==> src/rtl/intx_rt_pkg.sv <==
package intx_rt_pkg;
   localparam int unsigned WORD_W = 32;
   typedef logic [WORD_W-1:0] word_t;

   typedef struct packed {
      word_t addr;
      word_t data;
   } msi_entry_t;

   // legacy transitions a wire may hold while its output stalls
   localparam int unsigned LEG_DEPTH = 2;
endpackage

==> src/rtl/intx_rt_regs.sv <==
module intx_rt_regs
   import intx_rt_pkg::*;
#(
   parameter int unsigned NUM_WIRES = 4,
   parameter int unsigned AW        = 4
) (
   input  logic                           clk,
   input  logic                           rst_n,
   input  logic                           wr,
   input  logic [AW-1:0]                  addr,
   input  word_t                          wdata,
   output logic                           fwd_off,
   output logic [NUM_WIRES-1:0]           mask,
   output logic [NUM_WIRES-1:0]           mask_clr,
   output msi_entry_t [NUM_WIRES-1:0]     entries
);
   localparam int unsigned IW = AW - 2;

   logic ctrl_hit;
   logic mask_hit;

   assign ctrl_hit = wr && (addr == AW'(0));
   assign mask_hit = wr && (addr == AW'(1));
   assign mask_clr = mask_hit ? (mask & ~wdata[NUM_WIRES-1:0]) : '0;

   always_ff @(posedge clk) begin
      if (!rst_n) begin
         fwd_off <= 1'b0;
         mask    <= '1;
      end else begin
         if (ctrl_hit) fwd_off <= wdata[0];
         if (mask_hit) mask    <= wdata[NUM_WIRES-1:0];
      end
   end

   for (genvar e = 0; e < NUM_WIRES; e++) begin : g_entry
      logic hit;
      assign hit = wr && addr[AW-1] && (addr[AW-2:1] == IW'(e));
      always_ff @(posedge clk) begin
         if (!rst_n) begin
            entries[e] <= '0;
         end else if (hit) begin
            if (addr[0]) entries[e].data <= wdata;
            else         entries[e].addr <= wdata;
         end
      end
   end

   // control write visible after the next edge
   p_ctrl_write_r11: assert property (@(posedge clk) disable iff (!rst_n)
      ctrl_hit |=> (fwd_off == $past(wdata[0])));
   // mask write visible after the next edge
   p_mask_write_r11: assert property (@(posedge clk) disable iff (!rst_n)
      mask_hit |=> (mask == $past(wdata[NUM_WIRES-1:0])));
endmodule

==> src/rtl/intx_rt_wire.sv <==
module intx_rt_wire
   import intx_rt_pkg::*;
(
   input  logic clk,
   input  logic rst_n,
   input  logic ev,
   input  logic ev_assert,
   input  logic mask,
   input  logic mask_clr,
   input  logic fwd_off,
   input  logic msi_take,
   input  logic leg_take,
   output logic msi_pend,
   output logic leg_pend,
   output logic leg_bit
);
   logic       level_q;
   logic       msi_q;
   logic       sent_q;
   logic [1:0] owed_q;

   logic       tgt;
   logic       rise, fall, level_d;
   logic       fwd_raise, fwd_drop, toggle;
   logic [1:0] owed_left, owed_d;
   logic       msi_set;

   assign tgt       = sent_q ^ owed_q[0];
   assign rise      = ev &  ev_assert & ~level_q;
   assign fall      = ev & ~ev_assert &  level_q;
   assign level_d   = rise | (level_q & ~fall);
   assign fwd_raise = rise & mask & ~fwd_off & ~tgt;
   assign fwd_drop  = ev & ~ev_assert & tgt;
   assign toggle    = fwd_raise | fwd_drop;
   assign owed_left = owed_q - {1'b0, leg_take};

   always_comb begin
      owed_d = owed_left;
      if (toggle) begin
         if (owed_left == 2'(LEG_DEPTH)) owed_d = 2'(LEG_DEPTH - 1);
         else                            owed_d = owed_left + 2'd1;
      end
   end

   assign msi_set = (rise & ~mask) | (mask_clr & level_d);

   always_ff @(posedge clk) begin
      if (!rst_n) begin
         level_q <= 1'b0;
         msi_q   <= 1'b0;
         sent_q  <= 1'b0;
         owed_q  <= 2'd0;
      end else begin
         level_q <= level_d;
         msi_q   <= msi_set | (msi_q & ~msi_take);
         sent_q  <= sent_q ^ leg_take;
         owed_q  <= owed_d;
      end
   end

   assign msi_pend = msi_q;
   assign leg_pend = (owed_q != 2'd0);
   assign leg_bit  = ~sent_q;

   // a raise on a high wire changes neither pending state
   p_repeat_quiet_r3: assert property (@(posedge clk) disable iff (!rst_n)
      (ev && ev_assert && level_q && !mask_clr && !msi_take && !leg_take)
      |=> ($stable(msi_q) && $stable(owed_q)));
   // masked raise with forwarding off is dropped
   p_drop_both_r5: assert property (@(posedge clk) disable iff (!rst_n)
      (ev && ev_assert && mask && fwd_off && !mask_clr && !msi_take && !leg_take)
      |=> ($stable(msi_q) && $stable(owed_q)));
   // a drop after a forwarded raise always lowers the legacy target
   p_drop_forwarded_r7: assert property (@(posedge clk) disable iff (!rst_n)
      (ev && !ev_assert && tgt) |=> ((sent_q ^ owed_q[0]) == 1'b0));
   // legacy hold never exceeds its depth
   p_leg_depth_r9: assert property (@(posedge clk) disable iff (!rst_n)
      owed_q <= 2'(LEG_DEPTH));
endmodule

==> src/rtl/intx_rt_pick.sv <==
module intx_rt_pick #(
   parameter int unsigned N         = 4,
   parameter int unsigned WW        = 2,
   parameter bit          LOW_FIRST = 1'b1
) (
   input  logic [N-1:0]  req,
   output logic          any,
   output logic [WW-1:0] idx
);
   assign any = |req;

   if (LOW_FIRST) begin : g_low
      always_comb begin
         idx = '0;
         for (int i = N - 1; i >= 0; i--) begin
            if (req[i]) idx = WW'(i);
         end
      end
   end else begin : g_high
      always_comb begin
         idx = '0;
         for (int i = 0; i < N; i++) begin
            if (req[i]) idx = WW'(i);
         end
      end
   end
endmodule

==> src/rtl/intx_msg_router.sv <==
module intx_msg_router
   import intx_rt_pkg::*;
#(
   parameter int unsigned NUM_WIRES = 4,
   localparam int unsigned WW = $clog2(NUM_WIRES),
   localparam int unsigned AW = WW + 2
) (
   input  logic          clk,
   input  logic          rst_n,
   input  logic          msg_valid,
   input  logic [WW-1:0] msg_wire,
   input  logic          msg_is_assert,
   input  logic          cfg_wr,
   input  logic [AW-1:0] cfg_addr,
   input  logic [31:0]   cfg_wdata,
   output logic          msi_valid,
   input  logic          msi_ready,
   output logic [WW-1:0] msi_index,
   output logic [31:0]   msi_addr,
   output logic [31:0]   msi_data,
   output logic          leg_valid,
   input  logic          leg_ready,
   output logic [WW-1:0] leg_wire,
   output logic          leg_assert
);
   if (NUM_WIRES < 2 || NUM_WIRES > 16) begin : g_bad_cfg
      $error("intx_msg_router: NUM_WIRES must lie in 2..16");
   end

   logic                       fwd_off;
   logic [NUM_WIRES-1:0]       mask, mask_clr;
   msi_entry_t [NUM_WIRES-1:0] entries;
   logic [NUM_WIRES-1:0]       ev, msi_pend, leg_pend, leg_bit;
   logic [NUM_WIRES-1:0]       msi_take, leg_take;

   intx_rt_regs #(.NUM_WIRES(NUM_WIRES), .AW(AW)) regs_i (
      .clk(clk), .rst_n(rst_n), .wr(cfg_wr), .addr(cfg_addr), .wdata(cfg_wdata),
      .fwd_off(fwd_off), .mask(mask), .mask_clr(mask_clr), .entries(entries)
   );

   for (genvar i = 0; i < NUM_WIRES; i++) begin : g_wire
      assign ev[i]       = msg_valid && (msg_wire == WW'(i));
      assign msi_take[i] = msi_valid && msi_ready && (msi_index == WW'(i));
      assign leg_take[i] = leg_valid && leg_ready && (leg_wire == WW'(i));

      intx_rt_wire wire_i (
         .clk(clk), .rst_n(rst_n), .ev(ev[i]), .ev_assert(msg_is_assert),
         .mask(mask[i]), .mask_clr(mask_clr[i]), .fwd_off(fwd_off),
         .msi_take(msi_take[i]), .leg_take(leg_take[i]),
         .msi_pend(msi_pend[i]), .leg_pend(leg_pend[i]), .leg_bit(leg_bit[i])
      );
   end

   intx_rt_pick #(.N(NUM_WIRES), .WW(WW), .LOW_FIRST(1'b1)) msi_pick_i (
      .req(msi_pend), .any(msi_valid), .idx(msi_index)
   );
   intx_rt_pick #(.N(NUM_WIRES), .WW(WW), .LOW_FIRST(1'b1)) leg_pick_i (
      .req(leg_pend), .any(leg_valid), .idx(leg_wire)
   );

   assign msi_addr   = entries[msi_index].addr;
   assign msi_data   = entries[msi_index].data;
   assign leg_assert = leg_bit[leg_wire];

   // stalled outputs keep their valid
   p_msi_hold_r9: assert property (@(posedge clk) disable iff (!rst_n)
      (msi_valid && !msi_ready) |=> msi_valid);
   p_leg_hold_r9: assert property (@(posedge clk) disable iff (!rst_n)
      (leg_valid && !leg_ready) |=> leg_valid);
   // no lower-index wire waits behind the presented one
   p_msi_prio_r10: assert property (@(posedge clk) disable iff (!rst_n)
      msi_valid |-> ((msi_pend & ((NUM_WIRES'(1) << msi_index) - NUM_WIRES'(1))) == '0));
   p_leg_prio_r10: assert property (@(posedge clk) disable iff (!rst_n)
      leg_valid |-> ((leg_pend & ((NUM_WIRES'(1) << leg_wire) - NUM_WIRES'(1))) == '0));
   // outputs idle in the first cycle after reset
   p_reset_idle_r1: assert property (@(posedge clk)
      !rst_n |=> (!msi_valid && !leg_valid));
endmodule

==> config.mk <==
export PLATFORM = sky130hd
export DESIGN_NAME = intx_msg_router
export DESIGN_NICKNAME = d
export VERILOG_FILES = /design/src/rtl/intx_rt_pkg.sv /design/src/rtl/intx_rt_regs.sv /design/src/rtl/intx_rt_wire.sv /design/src/rtl/intx_rt_pick.sv /design/src/rtl/intx_msg_router.sv
export SDC_FILE = /design/constraint.sdc
export NUM_CORES = 1
export LEC_CHECK = 0
export BUFFER_PORTS_ARGS = -buffer_cell sky130_fd_sc_hd__buf_4
export CORE_MARGIN = 8
export CORE_UTILIZATION = 35
export DETAILED_ROUTE_END_ITERATION = 10
export PLACE_DENSITY = 0.59
export SETUP_SLACK_MARGIN = 0.05
export SLEW_MARGIN = 20
export SYNTH_ARGS = -nofsm -noshare
export SYNTH_HDL_FRONTEND = slang
export SYNTH_HIERARCHICAL = 1
export SYNTH_SLANG_ARGS = --single-unit
==> constraint.sdc <==
create_clock -name clk -period 4.7 [get_ports clk]
set_clock_uncertainty 0.15 [all_clocks]
set_input_delay 0.94 -clock clk [delete_from_list [all_inputs] [get_ports clk]]
set_output_delay 0.94 -clock clk [all_outputs]
set_load 0.005 [all_outputs]
==> run metrics <==
Final Hold Viols=0; mean number of vias per cell=4.95; Net Switching=0.00121 W; vias after detailed routing=8,424; clock share of power=46.1%; Hold Buf Count CTS=0; critical path fanouts, max=42; Max Cap Violations=0; Port Buf Inserts=115; power density over the cells=362 nW/um^2; largest net degree at the start of global routing=between 100 and 150; final setup fails=0; min Tclk post-route=about 3800 ps; most frequent CP cell=buf_4; Sw Ratio=22.8%; crit path buf inv count=2; compound-gate portion of the synthesized area=1.71%; Slew HR=about two fifths; core area=35,300 um^2; Pins Over Slew Limit=0; total iterations of the first detailed-routing run=4; worst stage delay on the critical path=between 600 and 700 ps; fin cells=about 1,700; ys flop type=dfxtp_1; Hold Crit Class=reg2reg; Critical Path Source Type=flip-flop; Post-Synth XOR/XNOR Area=0.845%; Mapped Nets=1,174; Avg Inst Size Synth=11.1 um^2; CTS H-tree depth=1; first-pass GRT wire length=49.3 mm; CTS tree=yes; DP Cell Count=1,649; Comb power frac=7.6%; maximum clock path buffer count=3; data required time of the worst path=~3600 ps; Setup WS pre-CTS=roughly 1400 ps; final wirelength=31.1 mm; # clock sinks=281; WHS=approximately 300 ps; IO Count=116; status=completed; main combinational cell family by area after synthesis=multiplexers; worst path cell trace=nand2b_1 -> a21oi_4 -> buf_4 -> mux4_2 -> buf_4; clock root cell=clkbuf_16; routability cong.=0.723; Int Pwr=0.00410 W; clk_lat worst skew=550 ps; Pleak=5.72 nW; Synth Area in Adders=0.403%; post-route ant nets=0; sequential power share=46.2%; library cells used by synthesis=39; Chip Width=204 um; FMAX=approximately 270 MHz; layout cells sized above 1=22.7%; critical path arrival=~2700 ps; CTS clk-pin slew, worst paths=about 60 ps; total CTS buffers=31; Synthesis Warnings=6; vias in the first global route=around 8,700; RSZ-0062 raised after global routing=no; Crit. End Element=output port; setup ws final=between 900 and 1000 ps; async set-or-reset flop fraction in the synthesized netlist=0%; worst vdd ir=0.000260 V; Slew @ Worst Pin=882 ps; cell family with most CP delay=buffers and inverters; post-synthesis mux area share=32.8%; Final nets=1,270; GRT overflow=0; sequential area share after synthesis=between 40% and 50%; Layout Area Growth over Synthesis=18.1%; Post-Syn Area=12,400 um^2; GRT Util Overall=14.6%; Crit Path Category=reg2out; CP max stage cell=buf_4; synthesized instance count=about 1,100; Total Power=between 0.005 and 0.006 W; simple-gate share of the synthesized area=about 15%; Setup TNS=0 ps; Seq cells post-synth=281; Post-synth EDFFs=0; Detail Placement HPWL=20.1 mm; initial core utilization=35.2%; Die Area=41,800 um^2; setup bufs post-CTS=0; final worst-path cycle share=80.2%; # DRC=0; row cnt=69; mean routed wirelength per cell=18.3 um; Starting DRT DRC Count=365; initial antenna violation count=0; Die Ht=204 um; Post-CTS Resized=0
-- path summary, 6_finish.rpt --
check                                  start                    endpoint  slack (ps)  cells after the start
setup reg to reg  g_wire[0].wire_i/owed_q[0]  g_wire[1].wire_i/owed_q[1]        2260                      8
setup / recovery   g_wire[2].wire_i/msi_pend                msi_data[14]         930                      5
hold / removal           regs_i/entries[143]         regs_i/entries[143]         300                      2
hold reg to reg          regs_i/entries[143]         regs_i/entries[143]         300                      2
-- metrics by stage --
stage | util [%] | instance area [um^2]
after global routing | 41.6 | 14700
final | 41.6 | 14700
after detailed placement | 38.7 | 13700
after global placement | 38.7 | 13700
after floorplan | - | 12400
after CTS | 41.6 | 14700
-- sequential cells by signal, summed over array words and instances, names as in the netlist --
name,count
regs_i/entries,256
g_wire.wire_i/owed_q,8
g_wire.wire_i/level_q,4
g_wire.wire_i/msi_pend,4
g_wire.wire_i/sent_q,4
regs_i/mask,4
regs_i/fwd_off,1
-- cell usage in the layout (no fill, tap or decap), types with 6 or more instances in the layout --
| cell type | n |
|---|---|
| mux4_2 | 65 |
| xor2_1 | 8 |
| nand2_1 | 297 |
| nor2_1 | 9 |
| nor2_4 | 6 |
| clkbuf_16 | 31 |
| nand2b_1 | 8 |
| o31ai_1 | 8 |
| inv_1 | 18 |
| clkinv_2 | 8 |
| o211ai_1 | 8 |
| mux2i_1 | 261 |
| nor2b_1 | 8 |
| dfxtp_1 | 281 |
| buf_4 | 136 |
-- worst register-to-register path: stages (launching register included) --
cell and delay, ps:
dfxtp_1 320, or2_2 330, nor3_1 480, and4b_1 300, ha_1 320, nand2b_1 170
nor2_1 110, o21ai_0 100, o31ai_1 80
-- cells in the mapped netlist (5+ instances only) --
cell | n | area [um^2]
nand2b_1 | 8 | 50.1
mux4_2 | 65 | 1460
nand2_1 | 297 | 1110
nor2_2 | 6 | 37.5
buf_2 | 9 | 45.0
nand3b_4 | 5 | 100
xor2_1 | 8 | 70.1
nor3_1 | 6 | 30.0
mux2i_1 | 261 | 2610
o31ai_1 | 8 | 60.1
nor2_1 | 9 | 33.8
nor2b_1 | 8 | 50.1
dfxtp_1 | 281 | 5630
clkbuf_1 | 36 | 135
inv_1 | 18 | 67.6
buf_6 | 8 | 90.1
o211ai_1 | 8 | 60.1
buf_4 | 21 | 158
-- power by group through the flow --
| stage | clock (W) | combinational [W] | sequential, W |
|---|---|---|---|
| after floorplan | 0 | 0.000266 | 0.00250 |
| after global placement | 0 | 0.000403 | 0.00251 |
| after detailed placement | 0 | 0.000410 | 0.00251 |
| after CTS | 0.00252 | 0.000411 | 0.00245 |
| after global routing | 0.00262 | 0.000448 | 0.00246 |
| final | 0.00245 | 0.000406 | 0.00246 |
-- cells by family after synthesis --
kind of cell,after synthesis
muxes,326
buffers and inverters,95
and+or+nand+nor,377
adders and majority gates,4
xor gates and xnor gates,12
DFF,281
AOI/OAI and AO/OA,30
-- layer usage --
layer | vias up | GRT usage [%] | routed length [um]
met2 | 135 | 24.3 | 14600
li1 | 4097 | - | -
met3 | 36 | 2.93 | 1460
met1 | 4156 | 19.3 | 14500
met5 | - | 0 | 0
met4 | 0 | 3.47 | 539
-- final cells by class --
class	instances	area (um^2)
tap	461	577
clock inverter	12	160
timing repair buffer	140	1100
antenna	1	2.50
multi-input combinational	749	6300
clock buffer	41	863
fill	3361	20600
inverter	18	67.6
sequential	281	5630
(Power assumes the default switching activity.)
